--- src/rtl/scoreboard_issue.sv ---
module scoreboard_issue #(
  parameter int NU = 4,
  parameter int NT = 2,
  parameter int LW = 4,
  parameter int RW = 3,
  localparam int UW = $clog2(NU),
  localparam int TW = $clog2(NT),
  localparam int NR = 2 ** RW
) (
  input  logic          clk,
  input  logic          rst_n,
  input  logic          in_valid,
  input  logic [TW-1:0] in_type,
  input  logic [RW-1:0] in_dst,
  input  logic [RW-1:0] in_src1,
  input  logic [RW-1:0] in_src2,
  input  logic [LW-1:0] in_lat,
  output logic          in_ready,
  output logic [UW-1:0] disp_unit,
  output logic [NU-1:0] rd_fire,
  output logic          wb_valid,
  output logic [UW-1:0] wb_unit,
  output logic [RW-1:0] wb_dst
);

  logic [NU-1:0] busy, waiting, done, r1, r2;
  logic [NU-1:0][RW-1:0] dst, s1, s2;
  logic [NU-1:0][UW-1:0] q1, q2;
  logic [NU-1:0][LW-1:0] lat, cnt;
  logic [NU-1:0][NU-1:0] older;
  logic [NR-1:0] pend;
  logic [NR-1:0][UW-1:0] owner;

  logic [NU-1:0] free_ok, war_blk, elig, grant, exec;
  logic          acc;

  assign exec    = busy & ~waiting & ~done;
  assign rd_fire = waiting & r1 & r2;
  assign elig    = done & ~war_blk;

  always_comb begin
    free_ok   = '0;
    disp_unit = '0;
    war_blk   = '0;
    for (int i = 0; i < NU; i++)
      free_ok[i] = !busy[i] && (TW'(i % NT) == in_type);
    for (int i = NU - 1; i >= 0; i--)
      if (free_ok[i]) disp_unit = UW'(i);
    for (int i = 0; i < NU; i++)
      for (int j = 0; j < NU; j++)
        if (older[i][j] && waiting[j] && (s1[j] == dst[i] || s2[j] == dst[i]))
          war_blk[i] = 1'b1;
  end

  always_comb begin
    grant   = '0;
    wb_unit = '0;
    for (int i = 0; i < NU; i++) begin
      grant[i] = elig[i];
      for (int j = 0; j < NU; j++)
        if (elig[j] && older[i][j]) grant[i] = 1'b0;
    end
    for (int i = 0; i < NU; i++)
      if (grant[i]) wb_unit = UW'(i);
  end

  assign in_ready = (|free_ok) && !pend[in_dst];
  assign acc      = in_valid && in_ready;
  assign wb_valid = |grant;
  assign wb_dst   = dst[wb_unit];

  always_ff @(posedge clk) begin
    if (!rst_n) begin
      busy <= '0; waiting <= '0; done <= '0; r1 <= '0; r2 <= '0;
      dst <= '0; s1 <= '0; s2 <= '0; q1 <= '0; q2 <= '0;
      lat <= '0; cnt <= '0; older <= '0; pend <= '0; owner <= '0;
    end else begin
      for (int i = 0; i < NU; i++) begin
        if (exec[i]) begin
          if (cnt[i] <= LW'(1)) done[i] <= 1'b1;
          else cnt[i] <= cnt[i] - LW'(1);
        end
        if (rd_fire[i]) begin
          waiting[i] <= 1'b0;
          cnt[i]     <= lat[i];
        end
        if (wb_valid && waiting[i] && !r1[i] && q1[i] == wb_unit) r1[i] <= 1'b1;
        if (wb_valid && waiting[i] && !r2[i] && q2[i] == wb_unit) r2[i] <= 1'b1;
        if (grant[i]) begin
          busy[i] <= 1'b0;
          done[i] <= 1'b0;
        end
      end
      if (acc) begin
        busy[disp_unit]    <= 1'b1;
        waiting[disp_unit] <= 1'b1;
        done[disp_unit]    <= 1'b0;
        dst[disp_unit]     <= in_dst;
        s1[disp_unit]      <= in_src1;
        s2[disp_unit]      <= in_src2;
        lat[disp_unit]     <= in_lat;
        q1[disp_unit]      <= owner[in_src1];
        q2[disp_unit]      <= owner[in_src2];
        r1[disp_unit]      <= !pend[in_src1] || (wb_valid && wb_dst == in_src1);
        r2[disp_unit]      <= !pend[in_src2] || (wb_valid && wb_dst == in_src2);
        for (int x = 0; x < NU; x++) begin
          older[x][disp_unit] <= 1'b0;
          older[disp_unit][x] <= busy[x] && !grant[x];
        end
      end
      if (wb_valid) pend[wb_dst] <= 1'b0;
      if (acc) begin
        pend[in_dst]  <= 1'b1;
        owner[in_dst] <= disp_unit;
      end
    end
  end

endmodule

--- config.mk ---
export PLATFORM = sky130hd
export DESIGN_NAME = scoreboard_issue
export DESIGN_NICKNAME = d
export VERILOG_FILES = /design/src/rtl/scoreboard_issue.sv
export SDC_FILE = /design/constraint.sdc
export NUM_CORES = 1
export LEC_CHECK = 0
export BUFFER_PORTS_ARGS = -buffer_cell sky130_fd_sc_hd__buf_2
export CORE_ASPECT_RATIO = 2
export CORE_MARGIN = 4
export CORE_UTILIZATION = 50
export DETAILED_ROUTE_END_ITERATION = 8
export PLACE_DENSITY_LB_ADDON = 0.15
export SKIP_LAST_GASP = 1
export SLEW_MARGIN = 20
export SYNTH_ARGS = -nofsm -noshare
export SYNTH_HDL_FRONTEND = slang
export SYNTH_SLANG_ARGS = --single-unit
export TNS_END_PERCENT = 5
--- constraint.sdc ---
create_clock -name clk -period 8 [get_ports clk]
set_input_delay 0.8 -clock clk [delete_from_list [all_inputs] [get_ports clk]]
set_output_delay 0.8 -clock clk [all_outputs]
set_load 0.01 [all_outputs]
---- After elaboration in Yosys (flattened, before gate mapping) ----
Index checks and enable logic that the tools add are counted.
word-level totals
  register bits after elaboration ......... 144
  input bits .............................. 17
  output and inout port bits .............. 13
  word-level logic and storage cells ...... 413
cells by class
  $add $sub $neg .......................... 4
  order comparisons ....................... 13
  equal/unequal tests ..................... 46
  mux-type cells .......................... 154
  bitwise operators ....................... 20
  reductions and logical operators ........ 130
operators by type and width
  cell                 number
  $eq 3x3->1           34
  $bwmux 16            6
  $mux 1               88
  $logic_and 1x1->1    83
  $mux 4               19
  $and 4x4->4          10
  $demux 4 s2          5
  $bwmux 12            3
  $mux 8               3
  $mux 2               11
  $logic_not 1->1      19
  $logic_or 1x1->1     18
  $bwmux 8             2
  $eq 2x2->1           8
  $le 4x1->1 const B   4
  $lt 3x4->1 const B   4
  $not 4->4            4
  $sub 4x1->4 const B  4
  $bmux 2 s3           2
  $bmux 1 s3           3
  $mux 3               3
  $and 8x8->8          1
  $bwmux 4             2
  $ne 2x2->1 const B   4
  other kinds (16)     27

---- Depth between registers and ports, before layout ----
Gate-level depths: netlist of run 1.
  word-level depth ........................ 29
  mapped depth ............................ 13
  gate-level depth less buffers ........... 11

---- Least setup slack after synthesis of run 1 ----
Ideal clock, no wire load.
  path kind ............................... reg-to-output
  start ................................... reg dst[7] (netlist name)
  end ..................................... out wb_valid
  arrival time ............................ 2.163 ns
  required time ........................... 7.200 ns
  path slack .............................. 5.037 ns
  stages on the path, launching flop included .. 11
  path buffers ............................ 2
  path through ............................ dfxtp_1 buf_4 xor2_1 o41ai_1 nor4_1 and3_1 nand4_2 nand2_1 buf_4 nor3b_2 inv_1
between the ends
  word-level cells in the longest chain between the ends .. 14
  elaborated cells between the ends (all ways) .. 37
  classes of those cells .................. eq/ne (8); mux (14); bitwise (2); reduce/logical (13)
ends and longest elaborated chain
  item                               line  text
  from (decl)                        27    logic [NU-1:0][RW-1:0] dst, s1, s2;
  from (signal, indexed assignment)  98    dst[disp_unit] <= in_dst;
  $eq 3x3->1                         51    if (older[i][j] && waiting[j] && (s1[j] == dst[i] || s2[j] == dst[i]))
  $logic_or 1x1->1                   51
  $logic_and 1x1->1                  51
  $mux 1 (3 in a row)                51
  $mux 1 (*)                         51
  $not 4->4 (*)                      39    assign elig = done & ~war_blk;
  $and 4x4->4 (*)                    39
  $mux 1 (4 in a row)                61    if (elig[j] && older[i][j]) grant[i] = 1'b0;
  $reduce_or 4->1 (*)                69    assign wb_valid = |grant;
  to (decl)                          21    output logic wb_valid,
Mark *: on every way between the ends. The rest lies on a longest branch, timed or not.

---- Worst setup path after layout of run 1 ----
  start ................................... reg dst[7] (netlist name)
  end ..................................... out wb_dst[0]
between the ends
  word-level cells in the longest chain between the ends .. 17
  elaborated cells between the ends (all ways) .. 38
  classes of those cells .................. eq/ne (8); mux (17); bitwise (2); reduce/logical (11)
ends and longest elaborated chain
  item                                         line    text
  $eq 3x3->1                                   51
  $logic_or 1x1->1                             51
  $logic_and 1x1->1                            51
  $mux 1 (3 in a row)                          51
  $mux 1 (*)                                   51
  $not 4->4 (*)                                39
  $and 4x4->4 (*)                              39
  $mux 1 or $logic_and 1x1->1 (tied branches)  61
  $mux 1 (2 in a row)                          61
  $mux 1 (on tied branches)                    61, 64
  $mux 2                                       64      if (grant[i]) wb_unit = UW'(i);
  $mux 2 (*)                                   64
  $bmux 3 s2 (*)                               70      assign wb_dst = dst[wb_unit];
  $mux 3 (not written as such) (*)             70
  to (decl)                                    23      output logic [RW-1:0] wb_dst
Mark *: on every way between the ends. The rest lies on a longest branch, timed or not. The select of a mux whose other input is x is not followed.

==> results of run 1 <==
## registers in the layout, indices dropped and copies added, names as in the netlist, 12 cells and up, named ones only
| name | flops |
|---|---|
| older | 12 |
| dst | 12 |
| s2 | 12 |
| cnt | 16 |
| lat | 16 |
| s1 | 12 |
| owner | 16 |
## power by group
part,total [mW],switching [mW],internal [mW]
logic,0.166,0.102,0.0632
registers,0.762,0.0274,0.734
clock network,0.801,0.358,0.443
## synthesized netlist by cell type (7+ instances only)
master / n
nor3b_1: 16
nor3_1: 24
nand2_1: 161
nand4_1: 10
o211ai_1: 7
a21oi_1: 19
a211oi_1: 7
dfxtp_1: 144
ha_1: 8
xnor2_1: 12
o211a_1: 10
mux4_2: 12
mux2i_1: 16
nor2b_1: 29
and2_1: 10
a21boi_0: 61
o31ai_1: 12
nor2_1: 62
buf_4: 13
clkbuf_1: 42
buf_2: 28
o21ai_0: 28
xor2_1: 108
nand3_1: 11
inv_1: 25
nor4_1: 28
## cells by family after synthesis
group | synth area share
xor gates and xnor gates | 0.1300
adders and majority gates | 0.01201
and+or+nand+nor | 0.2296
DFF | 0.3457
buffers and inverters | 0.06407
AOI/OAI and AO/OA | 0.1585
muxes | 0.06017
## routing by layer
layer	part of all wire	up-vias	wire length (um)	global-route usage
met2	0.53	217	13250	0.4933
li1	-	3327	-	-
met5	0	-	0	0
met3	0.035	88	875	0.03186
met1	0.36	3352	9062	0.2856
met4	0.067	0	1659	0.1789
## layout by cell type (no fill, tap or decap), types with 6 or more instances in the layout
cell / instances
inv_1: 25
mux2i_1: 16
a211oi_1: 7
o31ai_1: 12
and3_1: 6
a21boi_0: 61
nand2_1: 161
xnor2_1: 12
dfxtp_1: 144
o21a_1: 6
clkbuf_16: 17
nor3b_1: 16
nand3_1: 11
o211ai_1: 7
nand2b_1: 6
xor2_1: 108
mux4_2: 12
ha_1: 8
a31oi_1: 6
a21oi_1: 19
and2_1: 10
buf_4: 8
buf_2: 28
nor2b_1: 29
nor2_1: 62
nor4_1: 28
o21ai_0: 28
nand4_1: 10
nor3_1: 24
o211a_1: 10
## worst max-delay path, delay by kind of cell, from the launching register on
kind	cells	cell delay, ns
xor+xnor	1	0.24
simple gates	4	1.66
flops	1	0.65
buf+inv	1	0.24
compound gates	2	0.79
## per-stage QoR
stage,std cells,worst slack [ns],cell area [um^2],power (mW)
final,1175,3.173,8954,1.728
after global routing,1175,3.013,8954,1.789
after CTS,1175,3.215,8950,1.740
after detailed placement,1143,3.698,8361,0.9417
after global placement,1143,3.735,8361,0.9405
after floorplan,990,5.037,8338,0.8925
## worst paths after layout
kind | startpoint | end | slack (ns) | cells after the start
max reg2reg | dst[7] | r1[1] | 3.77 | 10
min | lat[3] | cnt[3] | 0.46 | 2
min reg2reg | lat[3] | cnt[3] | 0.46 | 2
max | dst[7] | wb_dst[0] | 3.17 | 8
## area by class of cell
| type | instances | area, um^2 | share of cell area |
|---|---|---|---|
| Sequential cell | 144 | 2883 | 0.3220 |
| Timing Repair Buffer | 36 | 200.2 | 0.02236 |
| Inverter | 27 | 101.3 | 0.01132 |
| Clock inverter | 15 | 163.9 | 0.01831 |
| Clock buffer | 17 | 425.4 | 0.04751 |
| Tap cell | 204 | 255.2 | 0.02851 |
| Multi-Input combinational cell | 732 | 4925 | 0.5500 |
==> flow_metrics.tcl, run 1 <==
set metrics [dict create \
    grt_pass1_wl_mm 38.79 \
    nFillCells 1538 \
    synth.distinct_cells 64 \
    fin_util 0.5476 \
    crit_required_ns 7.20 \
    status "completed" \
    min_path_type "reg -> reg" \
    p_per_area_nw_per_um2 193.0 \
    dr.pass1.iters 5 \
    syn2layout_area_growth_pct 7.383 \
    worst_slew_pin_slew_ns 1.070 \
    drc 0 \
    post_cts_buffers 0 \
    fin_crit_ns 4.827 \
    nets 983 \
    diodes 0 \
    avgViaCountPerCell 5.944 \
    cts_resized 0 \
    synthFlopType "dfxtp_1" \
    dp_hpwl_mm 18.33 \
    grt_pass1_vias 6814 \
    async_flop_share 0 \
    setup_viol 0 \
    antenna_found_initial 0 \
    cts-root-buf "clkbuf_16" \
    gp_congestion 0.9588 \
    ys_seq_elements 144 \
    die_h_um 190.6 \
    syn_nets 1015 \
    die_w_um 99.31 \
    clock_sinks 144 \
    synth_top_cell_area_share 0.3457 \
    synth_edf_count 0 \
    pin_count 30 \
    num_vias 6984 \
    htreeDepth 4 \
    cts_buffers 17 \
    finalClockSkew_ns 0.01081 \
    drt_iter0_markers 417 \
    clock_latency_ns 0.44 \
    cpPeakStageDelay_ns 0.67 \
    max_freq_mhz 207.2 \
    cts_hold_buffers 0 \
    cts_tree "done" \
    cts_buffer_depth 2 \
    initial_core_util 0.5099 \
    start_kind "flip-flop" \
    finalHoldViolations 0 \
    synth-seq-area-share 0.3457 \
    cpMaxStageDelayCell "o221a_1" \
    synth_top_area_cell "dfxtp_1" \
    critPathCaptureType "output pin" \
    crit_chain "xor2_1 > o41ai_1 > nor4_1 > and3_1 > nand4_2 > nand2_1 > o221a_1 > buf_2" \
    io_buffers 29 \
    irDropWorstVdd_mv 0.1439 \
    crit_arrival_ns 4.03 \
    dieArea_um2 18930 \
    synth_area_per_cell_um2 8.422 \
    post-route-period-util 0.6033 \
    tns_ns 0 \
    setup.worst_path.class "reg -> out" \
    worst-path-max-fanout 11 \
    track_usage 0.2706 \
    syn-cell-area_um2 8338 \
    routed_wl_mm 24.84 \
    max-slew-margin-rel 0.2848 \
    rsz0062_at_grt "no" \
    grt_overflow 0 \
    holdWs_ns 0.4609 \
    ant_nets 0 \
    cap_violations 0 \
    drive_gt1_frac 0.1102 \
    syn_inst 990 \
    grt_max_degree 79 \
    finalMaxSlewViolations 0 \
    path_clk_slew_ns 0.06 \
    route.detailed.wl_per_inst_um 21.14 \
    ys_warn_count 0 \
    core_area_um2 16350 \
    leakagePower_nw 3.939 \
    row_count 66 \
    synth_area_leaders "dfxtp_1 (35%), xor2_1 (11%), nand2_1 (7.2%)" \
]
Note: power is estimated with default switching activity, not from simulation.
==> run 2, diff against run 1 <==
==> constraint.sdc (replaced) <==
create_clock -name clk -period 4.6 [get_ports clk]
set_input_delay 0.46 -clock clk [delete_from_list [all_inputs] [get_ports clk]]
set_output_delay 0.46 -clock clk [all_outputs]
set_load 0.01 [all_outputs]
==> run 2 against run 1 <==
Cell area is 0.41% higher. Clock skew is essentially flat. Highest routed layer unchanged. Final cell count grew 0.60%.
==> flow_metrics.tcl, run 2 (synthesis results as in run 1) <==
set metrics [dict create \
    status "completed" \
    cts_buffers 17 \
    row_count 66 \
    final_cell_area_um2 8990 \
    htreeDepth 4 \
    cts_tree "done" \
    cts-root-buf "clkbuf_16" \
    fin_crit_ns 4.450 \
    rsz0062_at_grt "no" \
    start_kind "flip-flop" \
    holdWs_ns 0.3408 \
    dpl-instance-area_um2 8426 \
    route.detailed.wl_per_inst_um 21.97 \
    reg_top3 "cnt (16), lat (16), owner (16)" \
    post_cts_buffers 0 \
    min_path_type "in -> reg" \
    hold_depth 3 \
    irDropWorstVdd_mv 0.2596 \
    cts_buffer_depth 2 \
    worst_slew_pin_slew_ns 1.091 \
    reg2regPathDepth 10 \
    num_vias 7098 \
    routed_wl_mm 25.97 \
    setup.worst_path.class "reg -> out" \
    initial_core_util 0.5099 \
    cap_violations 0 \
    ant_nets 0 \
    grt_pass1_wl_mm 40.02 \
    core_area_um2 16350 \
    nets 990 \
    min_delay_worst_endpoint "lat[10]" \
    drive_gt1_frac 0.1135 \
    avgViaCountPerCell 6.005 \
    path_clk_slew_ns 0.06 \
    io_buffers 29 \
    post-route-period-util 0.9673 \
    leakagePower_nw 3.964 \
    cts_hold_buffers 0 \
    syn2layout_area_growth_pct 7.818 \
    p_per_area_nw_per_um2 329.2 \
    final_cell_mix "nand2_1 (161), dfxtp_1 (144), xor2_1 (108)" \
    diodes 0 \
    finalClockSkew_ns 0.01070 \
    rrSetupSlack_ns 0.57 \
    setup_viol 0 \
    r2r-start "dst[6]" \
    die_w_um 99.31 \
    regToRegEndpoint "r2[0]" \
    clock_latency_ns 0.43 \
    grt_overflow 0 \
    finalMaxSlewViolations 0 \
    max-slew-margin-rel 0.2709 \
    crit_required_ns 4.14 \
    grt_pass1_vias 6925 \
    tns_ns 0 \
    grt_max_degree 102 \
    finalHoldViolations 0 \
    die_h_um 190.6 \
    worstHoldStart "in_lat[2]" \
    pin_count 30 \
    dr.pass1.iters 5 \
    clock_sinks 144 \
    track_usage 0.2792 \
    final_common_cell "nand2_1" \
    antenna_found_initial 0 \
    worst-path-max-fanout 11 \
    gp_congestion 1.010 \
    critPathCaptureType "output pin" \
    dp_hpwl_mm 19.05 \
    max_freq_mhz 224.7 \
    cts_resized 0 \
    drt_iter0_markers 399 \
    dieArea_um2 18930 \
    drc 0 \
    crit_arrival_ns 3.99 \
    nFillCells 1593 \
]
==> run 2: cell types whose count changed in the layout (fill, tap and decap cells not counted) <==
cell,delta
clkbuf_8,+2
buf_4,+6
buf_12,+1
clkinv_2,+2
inv_6,-1
clkbuf_1,+2
inv_8,-4
clkinv_8,-1
a21boi_2,-1
a21boi_1,+1
==> run 2: metal layers <==
layer,GRT usage,vias up,wire [um]
li1,-,3348,-
met3,0.03662,82,892
met5,0,-,0
met1,0.2937,3452,9548
met2,0.5122,216,13900
met4,0.1752,0,1628
==> run 2: final cells by class <==
class                   count  area, um^2  share of cell area
repair buffers             43       265.3             0.02951
inverters                  27       101.3             0.01127
clock inverters            11       103.9             0.01155
multi-input cells         732        4921              0.5474
flip-flops and latches    144        2883              0.3207
clock buffers              21       460.4             0.05122
well taps                 204       255.2             0.02839
==> run 2: worst max-delay path: stages (launching register included) <==
cell and delay [ns]:
dfxtp_1 0.69, xor2_1 0.13, nor4_1 0.66, nor2_1 0.12, nand4_1 0.15, nand4b_2 0.32, nand2_1 0.60, o221a_1 0.64
buf_2 0.24
==> run 2: power by group <==
group	leakage [nW]	switching, mW	internal [mW]	total, mW
clock network	0.275	0.560	0.777	1.34
registers	1.16	0.0488	1.28	1.33
logic	2.53	0.182	0.114	0.296
total	3.96	0.791	2.17	2.96
==> run 2: stage by stage <==
step	std cells	power [mW]	util	setup slack, ns
2_1_floorplan	990	1.552	-	1.869
3_3_place_gp	1150	1.642	0.5153	0.6653
3_5_place_dp	1150	1.644	0.5153	0.6510
4_1_cts	1182	2.970	0.5498	0.2056
5_1_grt	1182	3.049	0.5498	0.02361
6_report	1182	2.959	0.5498	0.1503
==> run 2: worst max path at each step <==
| stage | from | endpoint | slack (ns) | depth (start not counted) |
|---|---|---|---|---|
| after detailed placement | dst[6] | r2[0] | 0.65 | 10 |
| after global placement | dst[6] | r2[1] | 0.67 | 10 |
| after floorplan | dst[5] | r1[2] | 1.87 | 12 |
| after global routing | dst[7] | wb_dst[0] | 0.02 | 8 |
| final | dst[6] | wb_dst[0] | 0.15 | 8 |
| after CTS | dst[6] | wb_dst[0] | 0.21 | 8 |
==> run 3, diff against run 2 <==
--- a/config.mk
+++ b/config.mk
@@ -5,11 +5,11 @@
 export SDC_FILE = /design/constraint.sdc
 export NUM_CORES = 1
 export LEC_CHECK = 0
-export BUFFER_PORTS_ARGS = -buffer_cell sky130_fd_sc_hd__buf_2
 export CORE_ASPECT_RATIO = 2
 export CORE_MARGIN = 4
 export CORE_UTILIZATION = 50
 export DETAILED_ROUTE_END_ITERATION = 8
+export DONT_BUFFER_PORTS = 1
 export PLACE_DENSITY_LB_ADDON = 0.15
 export SKIP_LAST_GASP = 1
 export SLEW_MARGIN = 20
==> run 3 against run 2 <==
Hold slack got worse by 0.17 ns. Combinational power fell by 17%. Clock-buffer cell count fell by 2. Cell area shrank 1.1%. Clock power is 6% higher. Via count down 2.3%. Core utilization is 0.58 points lower. Sequential power about the same. First-iteration DRC count up 15%. Global-route usage is essentially flat. Critical path type unchanged. Critical endpoint is now wb_valid.
==> flow_metrics.tcl, run 3 (synthesis results as in run 1) <==
set metrics [dict create \
    max_freq_mhz 242.1 \
    path_clk_slew_ns 0.06 \
    route.detailed.wl_per_inst_um 22.23 \
    worstHoldStart "rst_n" \
    grt_pass1_wl_mm 39.67 \
    crit_arrival_ns 3.67 \
    cap_violations 0 \
    use_met3 0.04357 \
    finalMaxSlewViolations 0 \
    worst-path-max-fanout 16 \
    die_h_um 190.6 \
    grt_pass1_vias 6849 \
    routed_wl_mm 25.69 \
    dp_hpwl_mm 18.69 \
    die_w_um 99.31 \
    hold_depth 1 \
    fin_crit_ns 4.130 \
    worst_slew_pin_slew_ns 0.9746 \
    irDropWorstVdd_mv 0.3541 \
    drc 0 \
    reg2regPathDepth 12 \
    gp_congestion 0.9997 \
    regToRegEndpoint "r1[0]" \
    final_cell_mix "nand2_1 (161), dfxtp_1 (144), xor2_1 (108)" \
    gr-usage-met2 0.5052 \
    leakagePower_nw 3.851 \
    clock_sinks 144 \
    post-route-period-util 0.8979 \
    grt_max_degree 145 \
    nFillCells 1560 \
    grtUsageMet1 0.2962 \
    num_vias 6936 \
    rrSetupSlack_ns 0.83 \
    ant_nets 0 \
    dieArea_um2 18930 \
    nets 964 \
    post_cts_buffers 0 \
    r2r-start "dst[7]" \
    critPathCaptureType "output pin" \
    finalClockSkew_ns 0.01292 \
    io_buffers 0 \
    grt_overflow 0 \
    row_count 66 \
    avgViaCountPerCell 6.000 \
    final_common_cell "nand2_1" \
    cts_buffers 17 \
    min_path_type "in -> reg" \
    setup_viol 0 \
    dp_slack_ns 0.9412 \
    min_delay_worst_endpoint "dst[8]" \
    diodes 0 \
    cts_resized 0 \
    start_kind "flip-flop" \
    cts-root-buf "clkbuf_16" \
    core_area_um2 16350 \
    syn2layout_area_growth_pct 6.678 \
    cts_hold_buffers 0 \
    fin_ws_ns 0.4697 \
    track_usage 0.2792 \
    crit_required_ns 4.14 \
    cts_buffer_depth 2 \
    initial_core_util 0.5099 \
    dr.pass1.iters 5 \
    status "completed" \
    antenna_found_initial 0 \
    setup.worst_path.class "reg -> out" \
    drt_iter0_markers 457 \
    reg_top3 "cnt (16), lat (16), owner (16)" \
    finalHoldViolations 0 \
    cts_tree "done" \
    rsz0062_at_grt "no" \
    clock_latency_ns 0.43 \
    htreeDepth 4 \
    pin_count 30 \
    tns_ns 0 \
    top_usage_layer "met2" \
    p_per_area_nw_per_um2 336.4 \
    drive_gt1_frac 0.08929 \
    max-slew-margin-rel 0.3411 \
]
run 3: through the flow:
stage	hold WS (ns)	cell area [um^2]	cells	power, mW	utilization
CTS	0.1562	8895	1156	3.013	0.5440
global route	0.1570	8895	1156	3.084	0.5440
detailed placement	0.4536	8300	1124	1.597	0.5077
global placement	0.4478	8300	1124	1.596	0.5077
finish	0.1704	8895	1156	2.992	0.5440
floorplan	0.4403	8338	990	1.552	-
run 3: worst max path at each step:
stage	start	to	slack, ns
2_1_floorplan	dst[5]	r1[2]	1.87
5_1_grt	dst[7]	wb_valid	0.48
3_5_place_dp	dst[7]	r1[0]	0.94
3_3_place_gp	dst[7]	r2[1]	0.98
6_report	dst[7]	wb_valid	0.47
4_1_cts	dst[7]	wb_valid	0.57
run 3: per-layer routing:
metal,part of all wire,vias up
met4,0.063,0
met5,0,-
met2,0.53,216
li1,-,3285
met3,0.037,85
met1,0.37,3350
run 3: worst max-delay path, stage by stage, from the launching register on:
cell	delay, ns
dfxtp_1	0.64
xor2_1	0.26
o41ai_1	0.13
nor4_1	0.68
and3_1	0.30
nand4_2	0.25
nand2_1	0.19
buf_4	0.27
nor3b_2	0.07
buf_4	0.20
inv_1	0.23
run 3: area by class of cell:
class	instances	area, um^2	area share
Clock buffer	19	432.9	0.04867
Multi-Input combinational cell	732	4921	0.5532
Inverter	27	101.3	0.01139
Timing Repair Buffer	17	140.1	0.01575
Clock inverter	13	161.4	0.01815
Tap cell	204	255.2	0.02870
Sequential cell	144	2883	0.3241
run 3: power breakdown:
group | internal (mW) | total [mW] | switching (mW)
registers | 1.28 | 1.33 | 0.0478
logic | 0.106 | 0.247 | 0.141
clock network | 0.853 | 1.42 | 0.567
